--- config.mk ---
export PLATFORM = sky130hd
export DESIGN_NAME = owsa_core
export DESIGN_NICKNAME = d
export VERILOG_FILES = /design/src/rtl/owsa_pkg.sv /design/src/rtl/owsa_decide.sv /design/src/rtl/owsa_seq.sv /design/src/rtl/owsa_pack.sv /design/src/rtl/owsa_core.sv
export SDC_FILE = /design/constraint.sdc
export NUM_CORES = 1
export LEC_CHECK = 0
export ABC_AREA = 1
export CORE_MARGIN = 10
export CORE_UTILIZATION = 30
export DETAILED_ROUTE_END_ITERATION = 7
export GPL_TIMING_DRIVEN = 0
export PLACE_DENSITY_LB_ADDON = 0.25
export SKIP_CTS_REPAIR_TIMING = 1
export SYNTH_ARGS = -nofsm -noshare
export SYNTH_HDL_FRONTEND = slang
export SYNTH_HIERARCHICAL = 1
export SYNTH_SLANG_ARGS = --single-unit
--- constraint.sdc ---
create_clock -name clk -period 3 [get_ports clk]
set_input_delay 0.3 -clock clk [delete_from_list [all_inputs] [get_ports clk]]
set_output_delay 0.3 -clock clk [all_outputs]
set_load 0.005 [all_outputs]
--- src/rtl/owsa_pkg.sv ---
package owsa_pkg;
  typedef enum logic [1:0] {
    PH_ID  = 2'd0,
    PH_CMP = 2'd1,
    PH_WR  = 2'd2
  } phase_e;

  typedef struct packed {
    logic chosen;
    logic disc;
  } verdict_t;
endpackage

--- src/rtl/owsa_decide.sv ---
module owsa_decide
  import owsa_pkg::*;
(
  input  logic     id_bit,
  input  logic     cmp_bit,
  input  logic     dir_bit,
  output verdict_t verdict
);
  always_comb begin
    unique case ({id_bit, cmp_bit})
      2'b01:   verdict = '{chosen: 1'b0, disc: 1'b0};
      2'b10:   verdict = '{chosen: 1'b1, disc: 1'b0};
      2'b00:   verdict = '{chosen: dir_bit, disc: 1'b1};
      default: verdict = '{chosen: 1'b1, disc: 1'b1};
    endcase
  end
endmodule

--- src/rtl/owsa_seq.sv ---
module owsa_seq
  import owsa_pkg::*;
#(
  parameter int STEPS = 4,
  localparam int SW = (STEPS > 1) ? $clog2(STEPS) : 1
) (
  input  logic          clk,
  input  logic          rst,
  input  logic          acc_en,
  input  logic          tx_valid,
  input  logic          slot_done,
  output logic          slot_req,
  output logic          slot_wr,
  output logic [SW-1:0] step,
  output logic          start,
  output logic          cap_id,
  output logic          cap_cmp,
  output logic          wr_done,
  output logic          fin
);
  localparam logic [SW-1:0] LAST = SW'(STEPS - 1);

  logic   busy;
  phase_e phase;

  assign start   = acc_en && !busy && tx_valid;
  assign cap_id  = acc_en && busy && slot_done && (phase == PH_ID);
  assign cap_cmp = acc_en && busy && slot_done && (phase == PH_CMP);
  assign wr_done = acc_en && busy && slot_done && (phase == PH_WR);
  assign fin     = wr_done && (step == LAST);

  always_ff @(posedge clk) begin
    if (rst || !acc_en) begin
      busy     <= 1'b0;
      phase    <= PH_ID;
      step     <= '0;
      slot_req <= 1'b0;
      slot_wr  <= 1'b0;
    end else if (!busy) begin
      if (tx_valid) begin
        busy     <= 1'b1;
        phase    <= PH_ID;
        step     <= '0;
        slot_req <= 1'b1;
        slot_wr  <= 1'b0;
      end
    end else if (slot_done) begin
      unique case (phase)
        PH_ID: phase <= PH_CMP;
        PH_CMP: begin
          phase   <= PH_WR;
          slot_wr <= 1'b1;
        end
        default: begin
          phase   <= PH_ID;
          slot_wr <= 1'b0;
          if (step == LAST) begin
            busy     <= 1'b0;
            slot_req <= 1'b0;
            step     <= '0;
          end else begin
            step <= step + 1'b1;
          end
        end
      endcase
    end
  end
endmodule

--- src/rtl/owsa_pack.sv ---
module owsa_pack
  import owsa_pkg::*;
#(
  parameter int STEPS = 4,
  localparam int SW = (STEPS > 1) ? $clog2(STEPS) : 1,
  localparam int BW = 2 * STEPS
) (
  input  logic          clk,
  input  logic          rst,
  input  logic          start,
  input  logic          wr_done,
  input  logic          fin,
  input  logic [SW-1:0] step,
  input  verdict_t      verdict,
  output logic [BW-1:0] rx_byte,
  output logic          rx_full
);
  logic [BW-1:0] work_q;
  logic [BW-1:0] work_nx;

  for (genvar k = 0; k < STEPS; k++) begin : g_lane
    logic hit;
    assign hit = wr_done && (step == SW'(k));
    assign work_nx[2*k+1] = hit ? verdict.chosen : work_q[2*k+1];
    assign work_nx[2*k]   = hit ? verdict.disc   : work_q[2*k];
  end

  always_ff @(posedge clk) begin
    if (rst) begin
      work_q  <= '0;
      rx_byte <= '0;
      rx_full <= 1'b0;
    end else begin
      rx_full <= fin;
      if (start)
        work_q <= '0;
      else
        work_q <= work_nx;
      if (fin)
        rx_byte <= work_nx;
    end
  end
endmodule

--- src/rtl/owsa_core.sv ---
module owsa_core
  import owsa_pkg::*;
#(
  parameter int STEPS = 4,
  localparam int SW = (STEPS > 1) ? $clog2(STEPS) : 1,
  localparam int BW = 2 * STEPS
) (
  input  logic          clk,
  input  logic          rst,
  input  logic          acc_en_i,
  input  logic          tx_valid_i,
  input  logic [BW-1:0] tx_byte_i,
  output logic          slot_req_o,
  output logic          slot_wr_o,
  output logic          slot_wbit_o,
  input  logic          slot_done_i,
  input  logic          slot_rbit_i,
  output logic [BW-1:0] rx_byte_o,
  output logic          rx_full_o
);
  logic          start, cap_id, cap_cmp, wr_done, fin;
  logic [SW-1:0] step;
  logic [STEPS-1:0] dir_q;
  logic          id_q;
  verdict_t      verdict_now, verdict_q;

  owsa_seq #(.STEPS(STEPS)) seq_i (
    .clk(clk), .rst(rst), .acc_en(acc_en_i), .tx_valid(tx_valid_i),
    .slot_done(slot_done_i), .slot_req(slot_req_o), .slot_wr(slot_wr_o),
    .step(step), .start(start), .cap_id(cap_id), .cap_cmp(cap_cmp),
    .wr_done(wr_done), .fin(fin)
  );

  owsa_decide decide_i (
    .id_bit(id_q), .cmp_bit(slot_rbit_i), .dir_bit(dir_q[step]),
    .verdict(verdict_now)
  );

  owsa_pack #(.STEPS(STEPS)) pack_i (
    .clk(clk), .rst(rst), .start(start), .wr_done(wr_done), .fin(fin),
    .step(step), .verdict(verdict_q), .rx_byte(rx_byte_o), .rx_full(rx_full_o)
  );

  always_ff @(posedge clk) begin
    if (rst) begin
      dir_q       <= '0;
      id_q        <= 1'b0;
      verdict_q   <= '0;
      slot_wbit_o <= 1'b0;
    end else begin
      if (start)
        for (int k = 0; k < STEPS; k++)
          dir_q[k] <= tx_byte_i[2*k+1];
      if (cap_id)
        id_q <= slot_rbit_i;
      if (cap_cmp) begin
        verdict_q   <= verdict_now;
        slot_wbit_o <= verdict_now.chosen;
      end
    end
  end
endmodule

==> results of run 1 <==
[worst max-delay path: stages]
cell             delay [ns]
clkdlybuf4s50_1        0.45
inv_1                  0.06
or2_2                  0.31
nor2_1                 0.19
buf_4                  0.20
nand3_1                0.11
nand2_1                0.11
nand3_1                0.07
nand2_1                0.06
inv_1                  0.03
[power by group through the flow]
stage                     combinational, mW  clock (mW)  sequential, mW
after floorplan                      0.0282           0           0.428
after global placement               0.0503           0           0.429
after detailed placement             0.0509           0           0.429
after CTS                            0.0510       0.349           0.420
after global routing                 0.0552       0.366           0.420
final                                0.0500       0.330           0.420
[registers in the layout, indices dropped and copies added, names as in the netlist]
name            flops
dir_q               4
seq_i/phase         2
seq_i/step          2
pack_i/work_q       8
pack_i/rx_byte      8
pack_i/rx_full      1
verdict_q           2
seq_i/slot_wr       1
id_q                1
seq_i/busy          1
seq_i/slot_req      1
[path summary, 6_finish.rpt]
kind | depth (start not counted) | slack [ns] | to | startpoint
max | 10 | 1.29 | pack_i/rx_byte[2] | acc_en_i
min | 2 | 0.47 | dir_q[1] | dir_q[1]
max reg2reg | 9 | 1.39 | pack_i/rx_byte[5] | seq_i/busy
min reg2reg | 2 | 0.47 | dir_q[1] | dir_q[1]
[metal layers]
metal  GRT usage, %  wire length, um  vias to the layer above
met5              0                0                        -
met4          4.769               74                        0
met3          3.464              220                        7
met2          12.34             1339                       16
met1          10.47             1445                      532
li1               -                -                      678
[kinds of logic (layout without fill, tap and decap cells)]
family                     count (synthesis)  count (layout)  synth area share [%]
DFF                                       31              31                 42.91
AOI/OAI and AO/OA                         22              22                 9.948
adders and majority gates                  3               3                 2.595
buffers and inverters                     35              63                 11.25
and+or+nand+nor                          106             106                 33.30
[placed cells by master, fill, tap and decap left out]
| cell | instances |
|---|---|
| a21oi_1 | 11 |
| nand3_2 | 2 |
| or2_2 | 1 |
| nor2_1 | 26 |
| nor2_4 | 2 |
| nand2_1 | 44 |
| clkbuf_8 | 6 |
| a21oi_2 | 9 |
| dfxtp_1 | 31 |
| o21ai_0 | 1 |
| or2_0 | 1 |
| nand4_1 | 7 |
| ha_1 | 3 |
| clkdlybuf4s50_1 | 21 |
| buf_2 | 1 |
| nand3_1 | 18 |
| o21ai_1 | 1 |
| clkinv_2 | 1 |
| buf_6 | 2 |
| inv_2 | 4 |
| buf_4 | 4 |
| inv_1 | 24 |
| nand2_2 | 4 |
| nor3_1 | 1 |
[area by class of cell]
class	instances	area (um2)	area share, %
Buffer	7	57.56	3.177
Multi-Input combinational cell	131	663.1	36.60
Tap cell	54	67.56	3.729
Timing Repair Buffer	21	210.2	11.60
Sequential cell	31	620.6	34.25
Inverter	28	105.1	5.801
Clock buffer	6	82.58	4.558
Clock inverter	1	5.005	0.2762
[synthesized netlist by cell type]
cell type / n / area, um2
buf_4: 4 / 30.03
nand3_2: 2 / 20.02
o21ai_1: 1 / 5.000
ha_1: 3 / 37.54
or2_0: 1 / 6.260
or2_2: 1 / 6.260
o21ai_0: 1 / 5.000
nand2_2: 4 / 25.02
inv_1: 24 / 90.09
nor2_4: 2 / 22.52
nand3_1: 18 / 90.09
buf_2: 1 / 5.000
nor3_1: 1 / 5.000
a21oi_1: 11 / 55.05
buf_6: 2 / 22.52
dfxtp_1: 31 / 620.6
nor2_1: 26 / 97.59
nand2_1: 44 / 165.2
nand4_1: 7 / 43.79
inv_2: 4 / 15.01
a21oi_2: 9 / 78.83
==> out/results.tsv, run 1 <==
stage	metric	value	unit
synthesis	synth_cells	197	
sta	max_slew_margin	68.90	%
sta	rsz0062_at_grt	false	
sta	worst_slew_pin_slew	0.4648	ns
setup_path	critPathArrivalTime	1.90	ns
detailed_routing	vias	1233	
grt	grt_pass1_vias	1138	
floorplan	core	4692	um2
detailed_routing	wl_per_cell	11.04	um
clocking	clkSinkCount	31	
clocking	h-tree-depth	2	
pwr	p_sw	0.1812	mW
sta	finalHoldViolCount	0	
grt	grt.overflow.total	0	
synthesis	syn-mean-instance-area	7.342	um2
pwr	power.total	0.8003	mW
clocking	clk_path_buf_depth	2	
floorplan	dieWidth	89.44	um
pwr	combPwrFrac	6.2	%
grt	grt_pass1_wl	5257	um
sta	holdWs	0.4661	ns
synthesis	yosysWarnings	6	
floorplan	die_y	89.44	um
clocking	cts_made_buffers	5	
sta	fin_setup_tns	0	ns
sta	period_share	57.07	%
finish	fill_cells	502	
sta	drv_slew	0	
min_path	hold_path.class	reg2reg	
pwr	power.leakage	0.7091	nW
setup_path	start_kind	primary input	
placement	pre_cts_ws	0.9946	ns
detailed_routing	dr.first_iter.drc_count	79	
placement	placed_area	1724	um2
setup_path	cp_max_fo	10	
setup_path	worstSetupPathType	in2reg	
sta	fin_skew	0.003943	ns
run	cap_violations	0	
clocking	clock_latency	0.28	ns
placement	dp_hpwl	2266	um
floorplan	rows	25	
floorplan	fp.dieArea	7999	um2
pwr	vdd_drop_max	0.1517	mV
finish	fin_cells	279	
finish	design.final.nets	242	
detailed_routing	drtPass1Iterations	4	
grt	grt_use_total	8.539	%
detailed_routing	avgViaCountPerCell	4.419	
detailed_routing	routed_wl	3079	um
pwr	powerDensity	441.7	nW/um2
placement	place_congestion	0.7212	
pwr	swShare	22.64	%
sta	setup_violations	0	
floorplan	io_pins	26	
sta	max_freq	0.5841	GHz
synthesis	syn_area	1446	um2
setup_path	required	3.19	ns
pwr	clockPowerShare	41.3	%
clocking	cts_tree	done	
finish	final_cell_area	1812	um2
placement	port_buffers	21	
floorplan	start_util	30.83	%
placement	dp_cells	272	
detailed_routing	drcViolationCount	0	
sta	period_needed	1.712	ns
grt	grt_max_degree	11	
finish	drive_above_1_share	16.00	%
synthesis	ys_seq_elements	31	
finish	synthToLayoutAreaGrowth	25.26	%
clocking	clk_pin_slew_worst_paths	0.06	ns
sta	layout_setup_ws	1.288	ns
synthesis	ys_types	21	
clocking	cts_root_buffer	clkbuf_8	
run_status	status	finished clean	
pwr	intPower	0.6191	mW
detailed_routing	antenna_left	0	
grt	antenna_found_initial	0	
setup_path	crit_path_end_kind	flop	
synthesis	yosysSeqAreaShare	42.91	%
finish	final_core_util	38.61	%
synthesis	syn_nets	214	
finish	antennaDiodeCount	0	
pwr	seq_power_share	52.5	%
Note: power is estimated with default switching activity, not from simulation.
==> run 2, diff against run 1 <==
==> constraint.sdc (replaced) <==
create_clock -name clk -period 1.7 [get_ports clk]
set_input_delay 0.17 -clock clk [delete_from_list [all_inputs] [get_ports clk]]
set_output_delay 0.17 -clock clk [all_outputs]
set_load 0.005 [all_outputs]
==> run 2 against run 1 <==
- sequential share of layout area about the same
- register-to-register slack lost 1.2 ns
- non-clock buffer count unchanged
- first-iteration DRC count is the same
- core utilization is 0.13 points higher
- global-route usage stayed put
- largest power group unchanged
==> out/results.tsv, run 2 (synthesis results as in run 1) <==
stage	metric	value	unit
finish	fin_cells	279	
clocking	cts_made_buffers	5	
run_status	status	finished clean	
grt	grt.overflow.total	0	
setup_path	critPathMaxStageDelay	0.45	ns
pwr	powerDensity	777.5	nW/um2
placement	dp_hpwl	2266	um
setup_path	crit_slowest_cell	clkdlybuf4s50_1	
clocking	clk_path_buf_depth	2	
floorplan	io_pins	26	
placement	port_buffers	21	
sta	worst_slew_pin_slew	0.4648	ns
sta	period_share	89.82	%
sta	setup_violations	0	
clocking	cts_root_buffer	clkbuf_8	
detailed_routing	vias	1230	
run	cap_violations	0	
grt	grt_pass1_wl	5257	um
finish	final_core_util	38.75	%
detailed_routing	antenna_left	0	
finish	design.final.nets	242	
detailed_routing	avgViaCountPerCell	4.409	
sta	fin_setup_tns	0	ns
sta	holdWs	0.4503	ns
min_path	hold_path.class	in2reg	
setup_path	required	1.89	ns
detailed_routing	dr.first_iter.drc_count	79	
grt	antenna_found_initial	0	
setup_path	critical-path-top-delay-family	simple AND/OR/NAND/NOR gates	
floorplan	die_y	89.44	um
pwr	vdd_drop_max	0.2676	mV
finish	regArea	621.8	um2
sta	max_freq	0.6549	GHz
clocking	clock_latency	0.28	ns
finish	drive_above_1_share	16.89	%
pwr	power.leakage	0.7084	nW
sta	finalHoldViolCount	0	
pwr	power.total	1.414	mW
clocking	clkSinkCount	31	
placement	pre_cts_ws	-0.1754	ns
sta	period_needed	1.527	ns
finish	final_cell_mix	nand2_1 (44), dfxtp_1 (30), nor2_1 (25)	
setup_path	critPathArrivalTime	1.71	ns
setup_path	start_kind	primary input	
detailed_routing	wl_per_cell	11.07	um
detailed_routing	routed_wl	3088	um
finish	top_regs	pack_i/rx_byte (8), pack_i/work_q (8), dir_q (4)	
floorplan	start_util	30.83	%
finish	layout_commonest_cell	nand2_1	
grt	grt_max_degree	11	
sta	max_slew_margin	68.90	%
detailed_routing	drtPass1Iterations	3	
finish	multi_input_area	665.6	um2
setup_path	worstSetupPathType	in2reg	
setup_path	cp_cell_sequence	clkdlybuf4s50_1, inv_1, or2_2, nor2_2, buf_4, nand3_1, nand2_1, nand3_1, nand2_1, inv_1	
sta	rsz0062_at_grt	false	
finish	final_cell_area	1818	um2
floorplan	fp.dieArea	7999	um2
finish	synthToLayoutAreaGrowth	25.69	%
detailed_routing	drcViolationCount	0	
clocking	cts_tree	done	
setup_path	critPathBufInv	4	
floorplan	rows	25	
finish	fill_cells	499	
sta	layout_setup_ws	0.1730	ns
clocking	clk_pin_slew_worst_paths	0.06	ns
grt	grt_use_total	8.539	%
placement	placed_area	1724	um2
clocking	h-tree-depth	2	
floorplan	dieWidth	89.44	um
setup_path	crit_path_end_kind	flop	
grt	grt_pass1_vias	1138	
sta	fin_skew	0.003920	ns
placement	place_congestion	0.7212	
sta	drv_slew	0	
placement	dp_cells	272	
finish	antennaDiodeCount	0	
floorplan	core	4692	um2
setup_path	cp_max_fo	10	
[run 2: cell types whose count changed in the layout (fill, tap and decap cells not counted), sizes merged]
cell,change
buf,-1
clkbuf,+1
[run 2: metal layers]
layer / vias up / track usage (%) / wire [um]
li1: 676 / - / -
met1: 530 / 10.47 / 1452
met2: 16 / 12.34 / 1339
met3: 8 / 3.464 / 220
met4: 0 / 4.769 / 75
met5: - / 0 / 0
[run 2: final timing paths]
check                                     from                 to  slack, ns  depth (start not counted)
worst min register to register        dir_q[1]           dir_q[1]       0.47                          2
worst max-delay path                  acc_en_i  pack_i/rx_byte[2]       0.17                         10
worst min-delay path              tx_byte_i[7]           dir_q[3]       0.45                          3
worst max register to register  seq_i/phase[1]  pack_i/rx_byte[5]       0.19                          9
[run 2: cell type report]
cell class / instances / area share (%)
multi-input cells: 131 / 36.61
plain buffers: 7 / 3.304
clock buffers: 6 / 4.542
repair buffers: 21 / 11.56
well taps: 54 / 3.716
flip-flops and latches: 31 / 34.21
clock inverters: 1 / 0.2753
inverters: 28 / 5.781
[run 2: worst min-delay path, cell delays in order]
cell and delay [ns]:
clkdlybuf4s50_1 0.40, nand2_1 0.06, a21oi_1 0.05
[run 2: report_power, final]
| part | leakage (nW) | total (mW) | internal [mW] | switching (mW) |
|---|---|---|---|---|
| sequential | 0.251 | 0.741 | 0.735 | 0.00631 |
| clock | 0.0470 | 0.584 | 0.317 | 0.267 |
| combinational | 0.411 | 0.0887 | 0.0411 | 0.0476 |
